`src/rtl/barrier_pkg.sv`:
```
package barrier_pkg;

    // Which of the two gates currently admits traffic.
    typedef enum logic {
        GATE_ENTRY = 1'b0,
        GATE_EXIT  = 1'b1
    } gate_e;

    // Decoded view of the gate register.
    typedef struct packed {
        logic entry_open;
        logic exit_open;
    } gate_view_t;

    // Pull a requested participant limit into the legal range 1..max_n.
    function automatic int clamp_part(input int req_n, input int max_n);
        if (req_n < 1)
            return 1;
        if (req_n > max_n)
            return max_n;
        return req_n;
    endfunction

    function automatic gate_view_t view_of(input gate_e g);
        gate_view_t v;
        v.entry_open = (g == GATE_ENTRY);
        v.exit_open  = (g == GATE_EXIT);
        return v;
    endfunction

endpackage

```
`src/rtl/barrier_pick.sv`:
```
// Lowest-index-first single grant, built as a prefix chain.
module barrier_pick #(
    parameter int W = 8
) (
    input  logic [W-1:0] cand,
    output logic [W-1:0] grant,
    output logic         any
);
    logic [W:0] seen;

    assign seen[0] = 1'b0;

    genvar gi;
    generate
        for (gi = 0; gi < W; gi++) begin : g_chain
            assign grant[gi]  = cand[gi] & ~seen[gi];
            assign seen[gi+1] = seen[gi] | cand[gi];
        end
    endgenerate

    assign any = seen[W];
endmodule

```
`src/rtl/barrier_slots.sv`:
```
// One "counted" flag per processor: set on admission, cleared on release.
module barrier_slots #(
    parameter int NPROC = 8
) (
    input  logic             clk,
    input  logic             rst,
    input  logic [NPROC-1:0] set_v,
    input  logic [NPROC-1:0] clr_v,
    output logic [NPROC-1:0] held
);
    genvar gi;
    generate
        for (gi = 0; gi < NPROC; gi++) begin : g_slot
            always_ff @(posedge clk) begin
                if (rst)
                    held[gi] <= 1'b0;
                else if (set_v[gi])
                    held[gi] <= 1'b1;
                else if (clr_v[gi])
                    held[gi] <= 1'b0;
            end
        end
    endgenerate
endmodule

```
`src/rtl/barrier_gate.sv`:
```
// Shared count, latched limit and the two-phase gate register.
module barrier_gate
    import barrier_pkg::*;
#(
    parameter int NPROC = 8,
    parameter int CW    = $clog2(NPROC + 1)
) (
    input  logic          clk,
    input  logic          rst,
    input  logic [CW-1:0] n_in,
    input  logic          admit,
    input  logic          leave,
    output logic [CW-1:0] cnt,
    output gate_e         gate
);
    logic [CW-1:0] lim_q;
    logic [CW-1:0] n_clamped;
    logic [CW-1:0] lim;
    logic [CW-1:0] cnt_up;
    logic [CW-1:0] cnt_dn;
    logic          idle;

    always_comb begin
        n_clamped = CW'(clamp_part(int'(n_in), NPROC));
        idle      = (gate == GATE_ENTRY) && (cnt == '0);
        lim       = idle ? n_clamped : lim_q;
        cnt_up    = cnt + CW'(1);
        cnt_dn    = cnt - CW'(1);
    end

    always_ff @(posedge clk) begin
        if (rst) begin
            cnt   <= '0;
            gate  <= GATE_ENTRY;
            lim_q <= CW'(1);
        end else begin
            if (idle)
                lim_q <= n_clamped;
            if (gate == GATE_ENTRY && admit) begin
                cnt <= cnt_up;
                if (cnt_up >= lim)
                    gate <= GATE_EXIT;
            end else if (gate == GATE_EXIT && leave) begin
                cnt <= cnt_dn;
                if (cnt_dn == '0)
                    gate <= GATE_ENTRY;
            end
        end
    end
endmodule

```
`src/rtl/barrier_sync.sv`:
```
module barrier_sync
    import barrier_pkg::*;
#(
    parameter  int NPROC = 8,
    localparam int CW    = $clog2(NPROC + 1)
) (
    input  logic             clk,
    input  logic             rst,
    input  logic [CW-1:0]    part_n,
    input  logic [NPROC-1:0] arr_req,
    output logic [NPROC-1:0] go,
    output logic             arr_open,
    output logic             dep_open,
    output logic [CW-1:0]    cnt
);
    gate_e            gate;
    gate_view_t       gv;
    logic [NPROC-1:0] held;
    logic [NPROC-1:0] entry_cand;
    logic [NPROC-1:0] exit_cand;
    logic [NPROC-1:0] entry_grant;
    logic [NPROC-1:0] exit_grant;
    logic             entry_any;
    logic             exit_any;

    assign gv         = view_of(gate);
    assign entry_cand = arr_req & ~held & {NPROC{gv.entry_open}};
    assign exit_cand  = held & {NPROC{gv.exit_open}};

    barrier_pick #(.W(NPROC)) u_entry_pick (
        .cand  (entry_cand),
        .grant (entry_grant),
        .any   (entry_any)
    );

    barrier_pick #(.W(NPROC)) u_exit_pick (
        .cand  (exit_cand),
        .grant (exit_grant),
        .any   (exit_any)
    );

    barrier_slots #(.NPROC(NPROC)) u_slots (
        .clk   (clk),
        .rst   (rst),
        .set_v (entry_grant),
        .clr_v (exit_grant),
        .held  (held)
    );

    barrier_gate #(.NPROC(NPROC), .CW(CW)) u_gate (
        .clk   (clk),
        .rst   (rst),
        .n_in  (part_n),
        .admit (entry_any),
        .leave (exit_any),
        .cnt   (cnt),
        .gate  (gate)
    );

    always_ff @(posedge clk) begin
        if (rst)
            go <= '0;
        else
            go <= exit_grant;
    end

    assign arr_open = gv.entry_open;
    assign dep_open = gv.exit_open;
endmodule

```
`config.mk`:
```
export PLATFORM = sky130hd
export DESIGN_NAME = barrier_sync
export DESIGN_NICKNAME = d
export VERILOG_FILES = /design/src/rtl/barrier_pkg.sv /design/src/rtl/barrier_pick.sv /design/src/rtl/barrier_slots.sv /design/src/rtl/barrier_gate.sv /design/src/rtl/barrier_sync.sv
export SDC_FILE = /design/constraint.sdc
export NUM_CORES = 1
export LEC_CHECK = 0
export CORE_MARGIN = 5
export CORE_UTILIZATION = 50
export CTS_CLUSTER_SIZE = 16
export DETAILED_ROUTE_END_ITERATION = 8
export HOLD_SLACK_MARGIN = 0.12
export PLACE_DENSITY = 0.89
export SLEW_MARGIN = 20
export SYNTH_ARGS = -nofsm -noshare
export SYNTH_HDL_FRONTEND = slang
export SYNTH_SLANG_ARGS = --single-unit
```
`constraint.sdc`:
```
create_clock -name clk -period 2.9 [get_ports clk]
set_input_delay 0.725 -clock clk [delete_from_list [all_inputs] [get_ports clk]]
set_output_delay 0.725 -clock clk [all_outputs]
set_load 0.05 [all_outputs]
```
==> results of run 1 <==
worst max-delay path by stage:
stage | cells after the start | to | from
finish | 1 | dep_open | u_gate.gate
CTS | 1 | dep_open | u_gate.gate
global placement | 6 | u_gate.cnt[2] | arr_req[4]
floorplan | 11 | u_gate.gate | u_gate.cnt[0]
global route | 1 | dep_open | u_gate.gate
detailed placement | 6 | u_gate.cnt[3] | arr_req[4]
metrics by stage:
step / utilization / hold slack [ns] / area (µm²) / worst slack (ns) / total power, µW
finish: 0.649 / 0.510 / 1620 / 0.293 / 1380
floorplan: - / 0.454 / 1320 / 0.402 / 1080
global placement: 0.639 / 0.470 / 1600 / 0.427 / 1200
global route: 0.649 / 0.528 / 1620 / 0.228 / 1480
detailed placement: 0.639 / 0.478 / 1600 / 0.343 / 1230
CTS: 0.649 / 0.510 / 1620 / 0.293 / 1380
layer usage:
metal / vias to the layer above / part of all wire
li1: 557 / -
met3: 9 / 0.048
met4: 0 / 0.033
met5: - / 0
met2: 25 / 0.52
met1: 524 / 0.40
area by class of cell:
cell class | instances | area, µm² | area share
multi-input cells | 109 | 758 | 0.467
flip-flops and latches | 25 | 500 | 0.308
repair buffers | 28 | 278 | 0.171
well taps | 30 | 37.5 | 0.0231
clock buffers | 4 | 26.3 | 0.0162
inverters | 6 | 22.5 | 0.0139
state kept, by name, summed over array words and instances, names as in the netlist:
register	count
go	8
u_slots.held	8
u_gate.cnt	4
u_gate.lim_q	4
u_gate.gate	1
synth_stat cells (3+ instances only):
cell type   n  area share
a21oi_1    10       0.038
a22oi_1     5       0.028
clkbuf_1    3      0.0085
dfxtp_1    25        0.38
ha_1        8       0.076
inv_1       5       0.014
nand2_1     9       0.026
nand2b_1    8       0.038
nor2_1     17       0.048
nor2b_1     7       0.033
nor3_1     11       0.042
nor3b_1     3       0.017
o21ai_0     3       0.011
logic make-up after synthesis:
| group | Yosys count | share of synthesized area |
|---|---|---|
| AND/OR/NAND/NOR | 67 | 0.283 |
| buffers and inverters | 12 | 0.0482 |
| multiplexers | 4 | 0.0322 |
| flip-flops | 25 | 0.378 |
| XOR/XNOR | 4 | 0.0265 |
| AO/OA/AOI/OAI | 26 | 0.156 |
| adder cells (fa/ha/maj) | 8 | 0.0757 |
power groups by stage:
| stage | Clock (µW) | Combinational, µW | Sequential [µW] |
|---|---|---|---|
| after floorplan | 0 | 525 | 556 |
| after global placement | 0 | 707 | 489 |
| after detailed placement | 0 | 739 | 492 |
| after CTS | 158 | 740 | 484 |
| after global routing | 170 | 810 | 499 |
| final | 154 | 734 | 487 |
==> impl_metrics.json, run 1 <==
{
  "ant_nets": 0,
  "cts_setup_buffers": 0,
  "drv_cap": 0,
  "dieArea_um2": 3770,
  "yosys_warnings": 0,
  "cp.arrival_ns": 1.88,
  "path_clk_slew_ns": 0.13,
  "p_clk_frac": 0.112,
  "cts.sinks": 25,
  "final_cells": 202,
  "use_met3": 0.0294,
  "r2r_cells": 10,
  "synth_fp_nets": 168,
  "cts_tree": "yes",
  "fin_crit_sh": 0.899,
  "die_w_um": 61.4,
  "swShare": 0.438,
  "drc_errors": 0,
  "seq_area_frac_synth": 0.378,
  "track_usage": 0.168,
  "cp_slowest_cell": "clkdlybuf4s50_1",
  "grt_use_met2": 0.305,
  "endpoint_kind": "primary output",
  "grt_pass1_vias": 1127,
  "path_cells": "clkdlybuf4s50_1",
  "initialDrtViolationCount": 30,
  "cp-start-kind": "register",
  "worstHoldPathCells": 2,
  "antenna_found_initial": 0,
  "areaGrowthSynthToFinish_pct": 22.7,
  "slew_viol_final": 0,
  "final_nets": 195,
  "async_flop_share": 0,
  "wl_per_cell_um": 13.4,
  "reg2reg_to": "u_gate.gate",
  "p_per_area_nw_per_um2": 847,
  "portBuffers": 27,
  "relSlewSlack": 0.571,
  "fillers": 194,
  "critPathMaxStageDelay_ns": 0.90,
  "hold_path.class": "reg -> reg",
  "avgSynthCellArea_um2": 9.06,
  "grt_first_pass_wirelength_um": 4740,
  "routed_wl_um": 2700,
  "gr-total-overflow": 0,
  "dp_hpwl_um": 2180,
  "globalRouteMet1Util": 0.175,
  "p_int_uw": 773,
  "p_switching_uw": 602,
  "irDropWorstVdd_uv": 642,
  "cp_num_buf_inv": 1,
  "gp_congestion": 0.786,
  "finalHoldViolations": 0,
  "timing.rr.start": "u_gate.cnt[0]",
  "skew_ns": 0.00947,
  "power_frac_comb": 0.534,
  "ys_ff_latch": 25,
  "fp.dieH_um": 61.4,
  "post_cts_resized": 0,
  "h-tree-depth": 1,
  "coreArea_um2": 2500,
  "grt-busiest-layer": "met2",
  "synth-edff-count": 0,
  "seq_power_share": 0.354,
  "criticalPathCategory": "reg -> out",
  "cp_max_fo": 13,
  "io_pins": 28,
  "path_delay_family": "buffers and inverters",
  "drive_above_1_share": 0.0814,
  "cts_buffer_depth": 2,
  "cts_made_buffers": 3,
  "grt_max_degree": 19,
  "cp.required_ns": 2.17,
  "layout_common_cells": "27 x clkdlybuf4s50_1, 25 x dfxtp_1, 17 x nor2_1",
  "outcome": "completed",
  "viasPerCell": 5.52,
  "diodes": 0,
  "tightestPinTransition_ns": 0.642,
  "setup_tns_ns": 0,
  "clk_latency_ns": 0.32,
  "hold_end": "u_gate.lim_q[1]",
  "start_util": 0.529,
  "rsz0062_at_grt": "false",
  "p_leak_uw": 0.000616,
  "cts_hold_buf": 0,
  "synth.distinct_cells": 37,
  "r2r_slack_ns": 0.45,
  "final_common_cell": "clkdlybuf4s50_1",
  "synth_area_um2": 1320,
  "fmax_mhz": 384,
  "cts_root_buf": "clkbuf_4",
  "min-delay-start": "u_gate.lim_q[1]",
  "syn_inst": 146,
  "dr.pass1.iters": 4,
  "num_vias": 1115,
  "rows": 18,
  "ys.flop_type": "dfxtp_1",
  "post-route-min-period_ns": 2.61,
  "place_inst": 198,
  "setup_viol": 0
}
No activity file was read; power rests on OpenSTA's default activity.
==> run 2, diff against run 1 <==
--- a/config.mk
+++ b/config.mk
@@ -5,13 +5,13 @@
 export SDC_FILE = /design/constraint.sdc
 export NUM_CORES = 1
 export LEC_CHECK = 0
+export CAP_MARGIN = 20
 export CORE_MARGIN = 5
 export CORE_UTILIZATION = 50
 export CTS_CLUSTER_SIZE = 16
 export DETAILED_ROUTE_END_ITERATION = 8
 export HOLD_SLACK_MARGIN = 0.12
 export PLACE_DENSITY = 0.89
-export SLEW_MARGIN = 20
 export SYNTH_ARGS = -nofsm -noshare
 export SYNTH_HDL_FRONTEND = slang
 export SYNTH_SLANG_ARGS = --single-unit
==> constraint.sdc (replaced) <==
create_clock -name clk -period 2.81 [get_ports clk]
set_input_delay 0.7025 -clock clk [delete_from_list [all_inputs] [get_ports clk]]
set_output_delay 0.7025 -clock clk [all_outputs]
set_load 0.05 [all_outputs]
==> run 2 against run 1 <==
  * Critical path depth unchanged
  * Via count increased by 0.54%
  * Combinational power increased by 4.0%
  * Worst setup slack got worse by 0.078 ns
  * Global-route usage decreased by 0.093 points
  * Core utilization unchanged
  * Die area unchanged
  * Sequential cell count unchanged
  * First-iteration DRC count increased by 6.7%
  * Largest cell class unchanged
==> impl_metrics.json, run 2 (same netlist as run 1, synthesis figures left out) <==
{
  "outcome": "completed",
  "ant_nets": 0,
  "setup_viol": 0,
  "grt_use_met2": 0.301,
  "irDropWorstVdd_uv": 649,
  "cp.required_ns": 2.11,
  "cts_made_buffers": 3,
  "hold_path.class": "reg -> reg",
  "cp-start-kind": "register",
  "rsz0062_at_grt": "false",
  "cts_root_buf": "clkbuf_4",
  "critPathMaxStageDelay_ns": 0.90,
  "fin_util": 0.649,
  "criticalPathCategory": "reg -> out",
  "coreArea_um2": 2500,
  "relSlewSlack": 0.555,
  "routed_wl_um": 2760,
  "layout_common_cells": "27 x clkdlybuf4s50_1, 25 x dfxtp_1, 17 x nor2_1",
  "seq_power_share": 0.353,
  "min-delay-start": "u_gate.lim_q[1]",
  "top_regs": "go x8, u_slots.held x8",
  "track_usage": 0.167,
  "post_cts_resized": 0,
  "p_switching_uw": 626,
  "dieArea_um2": 3770,
  "dp_hpwl_um": 2170,
  "cts.sinks": 25,
  "initialDrtViolationCount": 32,
  "antenna_found_initial": 0,
  "die_w_um": 61.4,
  "viasPerCell": 5.55,
  "fp.dieH_um": 61.4,
  "cp_max_fo": 13,
  "wl_per_cell_um": 13.7,
  "path_cells": "clkdlybuf4s50_1",
  "final_common_cell": "clkdlybuf4s50_1",
  "whs_ns": 0.509,
  "drive_above_1_share": 0.0814,
  "globalRouteMet1Util": 0.184,
  "cts_setup_buffers": 0,
  "p_int_uw": 798,
  "grt_first_pass_wirelength_um": 4730,
  "drv_cap": 0,
  "rows": 18,
  "portBuffers": 27,
  "start_util": 0.529,
  "fin_crit_sh": 0.924,
  "grt_pass1_vias": 1115,
  "tightestPinTransition_ns": 0.666,
  "num_vias": 1121,
  "gp_congestion": 0.786,
  "grt-busiest-layer": "met2",
  "design_area_um2": 1620,
  "path_delay_family": "buffers and inverters",
  "timing.rr.start": "u_gate.cnt[0]",
  "drc_errors": 0,
  "finalHoldViolations": 0,
  "fmax_mhz": 385,
  "h-tree-depth": 1,
  "areaGrowthSynthToFinish_pct": 22.7,
  "skew_ns": 0.00630,
  "diodes": 0,
  "p_leak_uw": 0.000616,
  "p_per_area_nw_per_um2": 878,
  "cts_buffer_depth": 2,
  "post-route-min-period_ns": 2.60,
  "swShare": 0.440,
  "slew_viol_final": 0,
  "gr-total-overflow": 0,
  "cts_hold_buf": 0,
  "crit_start": "u_gate.gate",
  "use_met3": 0.0252,
  "grt_max_degree": 19,
  "io_pins": 28,
  "power_frac_comb": 0.536,
  "path_clk_slew_ns": 0.13,
  "cts_tree": "yes",
  "clk_latency_ns": 0.32,
  "post_dp_cell_area_um2": 1600,
  "setup_tns_ns": 0,
  "p_clk_frac": 0.111,
  "cp.arrival_ns": 1.89,
  "final_nets": 195,
  "cp_slowest_cell": "clkdlybuf4s50_1",
  "cp_num_buf_inv": 1,
  "dr.pass1.iters": 4,
  "endpoint_kind": "primary output"
}
[run 2: cell counts in the layout (fill, tap and decap cells not counted)]
Identical to the previous run, type by type.
[run 2: per-layer routing]
metal | vias up | share of wire
li1 | 561 | -
met1 | 525 | 0.41
met2 | 26 | 0.53
met3 | 9 | 0.038
met4 | 0 | 0.028
met5 | - | 0
[run 2: final timing paths]
path,end,slack [ns],cells after the start
setup / recovery,dep_open,0.21,1
hold / removal,u_gate.lim_q[1],0.51,2
setup reg to reg,u_gate.gate,0.35,10
hold reg to reg,u_gate.lim_q[1],0.51,2
[run 2: power by group through the flow]
stage / registers (µW) / logic, µW / clock network (µW)
after floorplan: 574 / 542 / 0
after global placement: 504 / 729 / 0
after detailed placement: 508 / 764 / 0
after CTS: 500 / 767 / 163
after global routing: 515 / 838 / 176
final: 502 / 763 / 159
[run 2: through the flow]
| stage | cells | power, µW | setup WS, ns |
|---|---|---|---|
| after floorplan | 146 | 1120 | 0.312 |
| after global placement | 198 | 1230 | 0.360 |
| after detailed placement | 198 | 1270 | 0.267 |
| after CTS | 202 | 1430 | 0.220 |
| after global routing | 202 | 1530 | 0.168 |
| final | 202 | 1420 | 0.215 |
[run 2: cell type report]
type	instances	area, µm²
Clock buffer	4	26.3
Inverter	6	22.5
Tap cell	30	37.5
Fill cell	198	877
Sequential cell	25	500
Timing Repair Buffer	28	278
Multi-Input combinational cell	109	758
